**src/rtl/lmrg_pkg.sv**
```systemverilog
package lmrg_pkg;
    typedef enum logic [1:0] {
        ST_IDLE  = 2'd0,
        ST_TOKEN = 2'd1,
        ST_FLUSH = 2'd2,
        ST_SCAN  = 2'd3
    } mrg_state_t;
endpackage

```
**src/rtl/lmrg_ring.sv**
```systemverilog
// Sector/bin walk pointer and one-hot token decoder.
module lmrg_ring #(
    parameter int MAX_SECTORS = 16,
    parameter int NUM_BINS    = 4
) (
    input  logic                               clk,
    input  logic                               rst_n,
    input  logic                               load,
    input  logic                               step,
    input  logic                               grant_en,
    input  logic [$clog2(MAX_SECTORS+1)-1:0]   active_n,
    output logic [$clog2(MAX_SECTORS)-1:0]     sec,
    output logic [$clog2(NUM_BINS)-1:0]        bin,
    output logic                               at_end,
    output logic [MAX_SECTORS-1:0]             token
);
    localparam int SEC_W = $clog2(MAX_SECTORS);
    localparam int CNT_W = $clog2(MAX_SECTORS+1);
    localparam int BIN_W = $clog2(NUM_BINS);

    logic [CNT_W-1:0] act_q;
    logic [CNT_W-1:0] act_clamped;
    logic             sec_last;

    always_comb begin
        if (active_n == '0)
            act_clamped = CNT_W'(1);
        else if (active_n > CNT_W'(MAX_SECTORS))
            act_clamped = CNT_W'(MAX_SECTORS);
        else
            act_clamped = active_n;
    end

    assign sec_last = ((CNT_W'(sec) + CNT_W'(1)) == act_q);
    assign at_end   = sec_last && (bin == '0);

    always_ff @(posedge clk or negedge rst_n) begin
        if (!rst_n) begin
            sec   <= '0;
            bin   <= '0;
            act_q <= CNT_W'(1);
        end else if (load) begin
            sec   <= '0;
            bin   <= BIN_W'(NUM_BINS-1);
            act_q <= act_clamped;
        end else if (step) begin
            if (sec_last) begin
                sec <= '0;
                if (bin != '0)
                    bin <= bin - BIN_W'(1);
            end else begin
                sec <= sec + SEC_W'(1);
            end
        end
    end

    generate
        for (genvar g = 0; g < MAX_SECTORS; g++) begin : g_tok
            assign token[g] = grant_en && (sec == SEC_W'(g));
        end
    endgenerate


    token_onehot_chk: assert property (@(posedge clk) disable iff (!rst_n)
        $onehot0(token));


    token_in_range_chk: assert property (@(posedge clk) disable iff (!rst_n)
        grant_en |-> (CNT_W'(sec) < act_q));
endmodule

```
**src/rtl/lmrg_stage.sv**
```systemverilog
// One-word staging register, so the final word can be marked last.
module lmrg_stage #(
    parameter int TRK_W = 16,
    parameter int SEC_W = 4,
    parameter int BIN_W = 2
) (
    input  logic             clk,
    input  logic             rst_n,
    input  logic             clear,
    input  logic             load,
    input  logic [SEC_W-1:0] in_sector,
    input  logic [BIN_W-1:0] in_bin,
    input  logic [TRK_W-1:0] in_track,
    input  logic             flush,
    output logic             out_valid,
    output logic             out_last,
    output logic [SEC_W-1:0] out_sector,
    output logic [BIN_W-1:0] out_bin,
    output logic [TRK_W-1:0] out_track
);
    logic             stg_vld;
    logic [SEC_W-1:0] stg_sector;
    logic [BIN_W-1:0] stg_bin;
    logic [TRK_W-1:0] stg_track;

    always_ff @(posedge clk or negedge rst_n) begin
        if (!rst_n) begin
            stg_vld    <= 1'b0;
            stg_sector <= '0;
            stg_bin    <= '0;
            stg_track  <= '0;
        end else if (clear) begin
            stg_vld <= 1'b0;
        end else if (load) begin
            stg_vld    <= 1'b1;
            stg_sector <= in_sector;
            stg_bin    <= in_bin;
            stg_track  <= in_track;
        end else if (flush) begin
            stg_vld <= 1'b0;
        end
    end

    always_ff @(posedge clk or negedge rst_n) begin
        if (!rst_n) begin
            out_valid  <= 1'b0;
            out_last   <= 1'b0;
            out_sector <= '0;
            out_bin    <= '0;
            out_track  <= '0;
        end else begin
            out_valid <= stg_vld && !clear && (load || flush);
            out_last  <= stg_vld && !clear && flush && !load;
            if (stg_vld && (load || flush)) begin
                out_sector <= stg_sector;
                out_bin    <= stg_bin;
                out_track  <= stg_track;
            end
        end
    end

    // Checker state: the bin of the previous word in this run.
    logic [BIN_W-1:0] prev_bin;
    always_ff @(posedge clk or negedge rst_n) begin
        if (!rst_n)
            prev_bin <= '1;
        else if (clear)
            prev_bin <= '1;
        else if (out_valid)
            prev_bin <= out_bin;
    end


    bin_order_chk: assert property (@(posedge clk) disable iff (!rst_n)
        out_valid |-> (out_bin <= prev_bin));


    last_then_quiet_chk: assert property (@(posedge clk) disable iff (!rst_n)
        (out_valid && out_last) |=> !out_valid);


    last_has_valid_chk: assert property (@(posedge clk) disable iff (!rst_n)
        out_last |-> out_valid);
endmodule

```
**src/rtl/lmrg_fsm.sv**
```systemverilog
// Run controller: token walk, cap counting, flush and truncation scan.
module lmrg_fsm
    import lmrg_pkg::*;
#(
    parameter int CAP = 48
) (
    input  logic clk,
    input  logic rst_n,
    input  logic start,
    input  logic head_empty,
    input  logic at_end,
    output logic load,
    output logic step,
    output logic grant_en,
    output logic pop_en,
    output logic flush,
    output logic busy,
    output logic truncated
);
    localparam int SENT_W = $clog2(CAP+1);

    mrg_state_t        state, state_nx;
    logic [SENT_W-1:0] sent;
    logic              set_trunc;

    always_ff @(posedge clk or negedge rst_n) begin
        if (!rst_n)
            state <= ST_IDLE;
        else
            state <= state_nx;
    end

    always_comb begin
        state_nx  = state;
        load      = 1'b0;
        step      = 1'b0;
        grant_en  = 1'b0;
        pop_en    = 1'b0;
        flush     = 1'b0;
        set_trunc = 1'b0;
        unique case (state)
            ST_IDLE: begin
                if (start) begin
                    load     = 1'b1;
                    state_nx = ST_TOKEN;
                end
            end
            ST_TOKEN: begin
                grant_en = 1'b1;
                if (!head_empty) begin
                    pop_en = 1'b1;
                    if (sent == SENT_W'(CAP-1))
                        state_nx = ST_FLUSH;
                end else if (at_end) begin
                    state_nx = ST_FLUSH;
                end else begin
                    step = 1'b1;
                end
            end
            ST_FLUSH: begin
                flush    = 1'b1;
                state_nx = (sent == SENT_W'(CAP)) ? ST_SCAN : ST_IDLE;
            end
            ST_SCAN: begin
                grant_en = 1'b1;
                if (!head_empty) begin
                    set_trunc = 1'b1;
                    state_nx  = ST_IDLE;
                end else if (at_end) begin
                    state_nx = ST_IDLE;
                end else begin
                    step = 1'b1;
                end
            end
            default: state_nx = ST_IDLE;
        endcase
    end

    always_ff @(posedge clk or negedge rst_n) begin
        if (!rst_n) begin
            sent      <= '0;
            truncated <= 1'b0;
        end else if (load) begin
            sent      <= '0;
            truncated <= 1'b0;
        end else begin
            if (pop_en)
                sent <= sent + SENT_W'(1);
            if (set_trunc)
                truncated <= 1'b1;
        end
    end

    assign busy = (state != ST_IDLE);


    cap_not_exceeded_chk: assert property (@(posedge clk) disable iff (!rst_n)
        pop_en |-> (sent < SENT_W'(CAP)));


    trunc_only_after_cap_chk: assert property (@(posedge clk) disable iff (!rst_n)
        $rose(truncated) |-> ($past(sent) == SENT_W'(CAP)));
endmodule

```
**src/rtl/bin_list_merger.sv**
```systemverilog
module bin_list_merger #(
    parameter int MAX_SECTORS = 16,
    parameter int NUM_BINS    = 4,
    parameter int TRK_W       = 16,
    parameter int CAP         = 48
) (
    input  logic                                 clk,
    input  logic                                 rst_n,
    input  logic                                 start,
    input  logic [$clog2(MAX_SECTORS+1)-1:0]     active_sectors,
    input  logic [MAX_SECTORS-1:0]               src_empty,
    input  logic [MAX_SECTORS*TRK_W-1:0]         src_data,
    output logic [$clog2(NUM_BINS)-1:0]          req_bin,
    output logic [MAX_SECTORS-1:0]               token,
    output logic [MAX_SECTORS-1:0]               pop,
    output logic                                 out_valid,
    output logic                                 out_last,
    output logic [$clog2(MAX_SECTORS)-1:0]       out_sector,
    output logic [$clog2(NUM_BINS)-1:0]          out_bin,
    output logic [TRK_W-1:0]                     out_track,
    output logic                                 busy,
    output logic                                 truncated
);
    localparam int SEC_W = $clog2(MAX_SECTORS);
    localparam int BIN_W = $clog2(NUM_BINS);

    logic             load, step, grant_en, pop_en, flush;
    logic             head_empty, at_end;
    logic [SEC_W-1:0] sec;
    logic [BIN_W-1:0] bin;
    logic [TRK_W-1:0] head_data;

    lmrg_fsm #(.CAP(CAP)) u_fsm (
        .clk       (clk),
        .rst_n     (rst_n),
        .start     (start),
        .head_empty(head_empty),
        .at_end    (at_end),
        .load      (load),
        .step      (step),
        .grant_en  (grant_en),
        .pop_en    (pop_en),
        .flush     (flush),
        .busy      (busy),
        .truncated (truncated)
    );

    lmrg_ring #(.MAX_SECTORS(MAX_SECTORS), .NUM_BINS(NUM_BINS)) u_ring (
        .clk     (clk),
        .rst_n   (rst_n),
        .load    (load),
        .step    (step),
        .grant_en(grant_en),
        .active_n(active_sectors),
        .sec     (sec),
        .bin     (bin),
        .at_end  (at_end),
        .token   (token)
    );

    always_comb begin
        head_empty = src_empty[sec];
        head_data  = src_data[sec*TRK_W +: TRK_W];
    end

    assign req_bin = bin;
    assign pop     = token & ~src_empty & {MAX_SECTORS{pop_en}};

    lmrg_stage #(.TRK_W(TRK_W), .SEC_W(SEC_W), .BIN_W(BIN_W)) u_stage (
        .clk       (clk),
        .rst_n     (rst_n),
        .clear     (load),
        .load      (pop_en),
        .in_sector (sec),
        .in_bin    (bin),
        .in_track  (head_data),
        .flush     (flush),
        .out_valid (out_valid),
        .out_last  (out_last),
        .out_sector(out_sector),
        .out_bin   (out_bin),
        .out_track (out_track)
    );


    pop_to_holder_chk: assert property (@(posedge clk) disable iff (!rst_n)
        ((pop & ~token) == '0) && ((pop & src_empty) == '0));


    idle_no_token_chk: assert property (@(posedge clk) disable iff (!rst_n)
        !busy |-> (token == '0));
endmodule

```
**config.mk**
```make
export PLATFORM = sky130hd
export DESIGN_NAME = bin_list_merger
export DESIGN_NICKNAME = d
export VERILOG_FILES = /design/src/rtl/lmrg_pkg.sv /design/src/rtl/lmrg_ring.sv /design/src/rtl/lmrg_stage.sv /design/src/rtl/lmrg_fsm.sv /design/src/rtl/bin_list_merger.sv
export SDC_FILE = /design/constraint.sdc
export NUM_CORES = 1
export LEC_CHECK = 0
export CAP_MARGIN = 25
export CORE_AREA = 4 4 131 133
export CTS_CLUSTER_DIAMETER = 50
export DETAILED_ROUTE_END_ITERATION = 10
export DIE_AREA = 0 0 135 137
export GPL_TIMING_DRIVEN = 0
export PLACE_DENSITY = 0.74
export SLEW_MARGIN = 10
export SYNTH_ARGS = -nofsm -noshare
export SYNTH_HDL_FRONTEND = slang
export SYNTH_SLANG_ARGS = --single-unit
```
**constraint.sdc**
```tcl
create_clock -name clk -period 5.1 [get_ports clk]
set_input_delay 0.51 -clock clk [delete_from_list [all_inputs] [get_ports clk]]
set_output_delay 0.51 -clock clk [all_outputs]
set_load 0.05 [all_outputs]
```
==> impl.org <==
** CTS
- Number of buffers inserted during clock tree synthesis :: 9
- Cts-stage hold buffer count :: 0
- Latest clock arrival within the worst-skew pair :: 0.33 ns
- TritonCTS clock tree :: built
- Worst-case clock buffer depth :: 2
- In this run the clock root is driven by a sky130_fd_sc_hd__clkbuf_16.
- After clock tree synthesis, the clock-pin slew on the worst setup and hold paths is 0.05 ns.
- Post-CTS timing repair inserted 0 buffers for setup.
- Count of instances resized after the clock tree is built :: 0
- CTS saw 67 sinks.
- Maximum level of the CTS H-tree :: 3

** Outcome
- The run finished with clean final reports.

** Floorplanning
- The floorplan step defined a core boundary enclosing 0.0158 mm^2.
- The floorplan step set the die width to 135 um.
- Die height :: 137 um
- After floorplanning, the core was divided into 46 placement rows.
- Starting Density :: 0.334
- Die area :: 0.0185 mm^2
- For this design the top-level I/O count stands at 340.

** Detailed routing
- The first detailed-routing pass ran for 5 iterations.
- Dividing the detail-routed wire length by the instance count gives 25.3 um.
- DR iter-0 viols :: 474
- Number of antenna-violating nets in the routed design :: 0
- After detailed routing, the number of vias per cell comes to 5.43.
- The detailed router placed 5,342 vias in this run.
- DRC errors left :: 0
- Detailed Route WL :: 24,900 um

** Placed design
- Summed over all nets, the half-perimeter wirelength after detailed placement is 21,100 um.
- GP Congestion :: 0.940
- Count of buffers from port buffering :: 339

** Setup path
- Required time at the endpoint of the critical path :: 4.59 ns
- The endpoint identified for the worst register-to-register timing path is u_fsm.state[0].
- Beginning of the worst register-to-register path :: u_ring.sec[1]
- Highest fanout seen on the critical path :: 10
- Setup slack on the worst reg-to-reg path comes out at 1.57 ns.
- Kind of launch point of the worst setup path :: primary input
- Register-to-Register Path Depth :: 10
- The setup path with the least slack is of type in2out.
- Data arrival at the endpoint of the critical path :: 3.74 ns
- Type of element capturing the critical path :: primary output

** Synth
- Yosys mapped the design onto 51 distinct sky130hd cell types.
- Of the post-synthesis cell area, the dominant cell type holds 0.353.
- The number of nets in the synthesized netlist is 699.
- In the post-synthesis netlist, the biggest area contributors are sky130_fd_sc_hd__mux4_2, sky130_fd_sc_hd__dfrtp_1, sky130_fd_sc_hd__mux2_1, sky130_fd_sc_hd__nand2_1, sky130_fd_sc_hd__mux2_2.
- Number of storage elements in the synthesis netlist :: 67
- For this run, the number of Yosys warnings is 0.
- A synthesized cell averages 12.8 um^2.
- The largest total area in the synthesized netlist belongs to sky130_fd_sc_hd__mux4_2.
- The share of the Yosys chip area taken by registers is 0.317.
- Mapped Area :: 0.00529 mm^2
- Number of instances in the synthesized netlist :: 412

** Final layout
- Fraction of layout instances using a drive strength above 1 :: 0.183
- The library cell used most frequently in the layout, excluding fill and tap cells, is sky130_fd_sc_hd__clkdlybuf4s50_1.
- Most used cells in the layout excluding fill and tap cells :: sky130_fd_sc_hd__clkdlybuf4s50_1, sky130_fd_sc_hd__mux4_2, sky130_fd_sc_hd__dfrtp_1, sky130_fd_sc_hd__nand2_1
- Area overhead of the layout relative to synthesis :: 75.4%
- The net count of the finished layout is 1,049.

** STA
- Static timing analysis puts the maximum clock frequency at 235 MHz.
- Final hold violations :: 0
- Worst Skew :: 0.00506 ns
- The worst pin sits at a relative slew slack of 0.344.
- Max-slew violations :: 0
- Aggregate negative setup slack :: 0 ns
- Final setup fails :: 0
- Hold is met by 0.283 ns.
- Period Utilization, post-route :: 0.834
- Setup repair after global routing left no endpoint under its margin.
- For the finished layout, the period the worst path requires is 4.25 ns.
- For the pin with the worst max-slew slack, the measured transition is 0.984 ns.

** Run
- Across the run, the number of max-cap violations was 0.

** Global routing
- In the global route stage, overall resource usage came out at 0.268.
- Summed over all layers, the global routing overflow is 0.
- Number of antenna violations at the first check in global routing :: 8
- Pin count of the biggest net entering global routing :: 68
- Wire length of the first global-routing pass :: 36,300 um
- The number of global-route vias before repair came to 5,812.

** Pwr
- Lkg Pwr :: 3.44 nW
- Power density over the cells :: 473 mW/mm^2
- Overall power of the completed layout :: 4.39 mW
- Across the VDD grid, the largest voltage drop is 0.234 mV.

** Min path
- Hold Path Class :: in2async
==> worst max path at each step <==
stage                        from  endpoint  slack, ns  cells after the start
floorplan           src_empty[12]   pop[13]       1.31                      6
global placement    src_empty[12]   pop[13]       0.81                      8
detailed placement   src_empty[4]   pop[13]       0.90                      8
CTS                  src_empty[4]   pop[13]       0.87                      8
global route         src_empty[4]   pop[13]       0.63                      8
finish               src_empty[4]   pop[13]       0.85                      8
==> Yosys cell counts, drive strengths merged <==
cell type,n
mux2i,4
o31ai,6
o2111ai,1
nor2b,5
or2,3
a21oi,9
xor2,2
nand2b,5
a32oi,1
nor4,16
nand4,1
dfrtp,66
o32ai,1
o2bb2ai,1
or3,2
clkbuf,15
nor2,29
a221oi,1
a22oi,1
a32o,1
nor3b,1
a2111o,1
xnor2,7
o21ai,9
a22o,2
nor4b,1
o211ai,4
nand3b,4
mux2,39
and2,2
ha,7
nand2,34
nor3,4
dfstp,1
buf,22
mux4,83
o31a,1
inv,12
or3b,1
nand3,7
==> critical path, cell delays in order <==
cell and delay (ns):
sky130_fd_sc_hd__clkdlybuf4s50_1 0.49, sky130_fd_sc_hd__mux4_2 0.52, sky130_fd_sc_hd__a221oi_2 0.36, sky130_fd_sc_hd__o31ai_2 0.17, sky130_fd_sc_hd__buf_2 0.24, sky130_fd_sc_hd__buf_2 0.22
sky130_fd_sc_hd__nor4_1 0.33, sky130_fd_sc_hd__clkdlybuf4s50_1 0.89
==> power by group <==
| group | total [mW] | internal (mW) | leakage (nW) | switching, mW |
|---|---|---|---|---|
| Sequential | 0.931 | 0.780 | 0.819 | 0.151 |
| Clock | 0.675 | 0.444 | 0.156 | 0.232 |
| Combinational | 2.79 | 1.28 | 2.46 | 1.50 |
| Total | 4.39 | 2.51 | 3.44 | 1.89 |
==> routing by layer <==
layer | wire, um | share of wire | global-route usage
met4 | 683 | 0.027 | 0.0890
met1 | 9600 | 0.39 | 0.325
met3 | 2390 | 0.096 | 0.0868
met2 | 12100 | 0.49 | 0.453
met5 | 75 | 0.0030 | 0
==> per-stage QoR <==
step / cells / worst slack [ns] / cell area [um^2] / util
floorplan: 412 / 1.31 / 5290 / -
global placement: 967 / 0.810 / 8960 / 0.566
detailed placement: 967 / 0.903 / 8950 / 0.566
CTS: 983 / 0.873 / 9280 / 0.586
global route: 983 / 0.629 / 9280 / 0.586
finish: 984 / 0.847 / 9280 / 0.587
==> final cells by class <==
class | count | area (um^2)
diodes | 1 | 2.50
well taps | 216 | 270
repair buffers | 339 | 3390
plain buffers | 37 | 176
flip-flops and latches | 67 | 1680
clock inverters | 5 | 85.1
multi-input cells | 296 | 3390
inverters | 12 | 45.0
clock buffers | 11 | 243
fillers | 1304 | 6540
==> cell families (layout without fill, tap and decap cells) <==
family,Yosys count,count (layout),synth area share
multiplexers,126,126,0.444
AND/OR/NAND/NOR,115,115,0.108
flip-flops,67,67,0.317
buffers and inverters,49,404,0.0418
AO/OA/AOI/OAI,39,39,0.0570
XOR/XNOR,9,9,0.0163
adder cells (fa/ha/maj),7,7,0.0165
other,0,1,0
==> sequential cells by signal (all words and copies together), names as in the netlist <==
signal and count:
u_fsm.sent 6, u_fsm.state 2, u_fsm.truncated 1, u_ring.act_q 5, u_ring.bin 2, u_ring.sec 4
u_stage.out_bin 2, u_stage.out_last 1, u_stage.out_sector 4, u_stage.out_track 16, u_stage.out_valid 1, u_stage.stg_bin 2
u_stage.stg_sector 4, u_stage.stg_track 16, u_stage.stg_vld 1
Note: power is estimated with default switching activity, not from simulation.
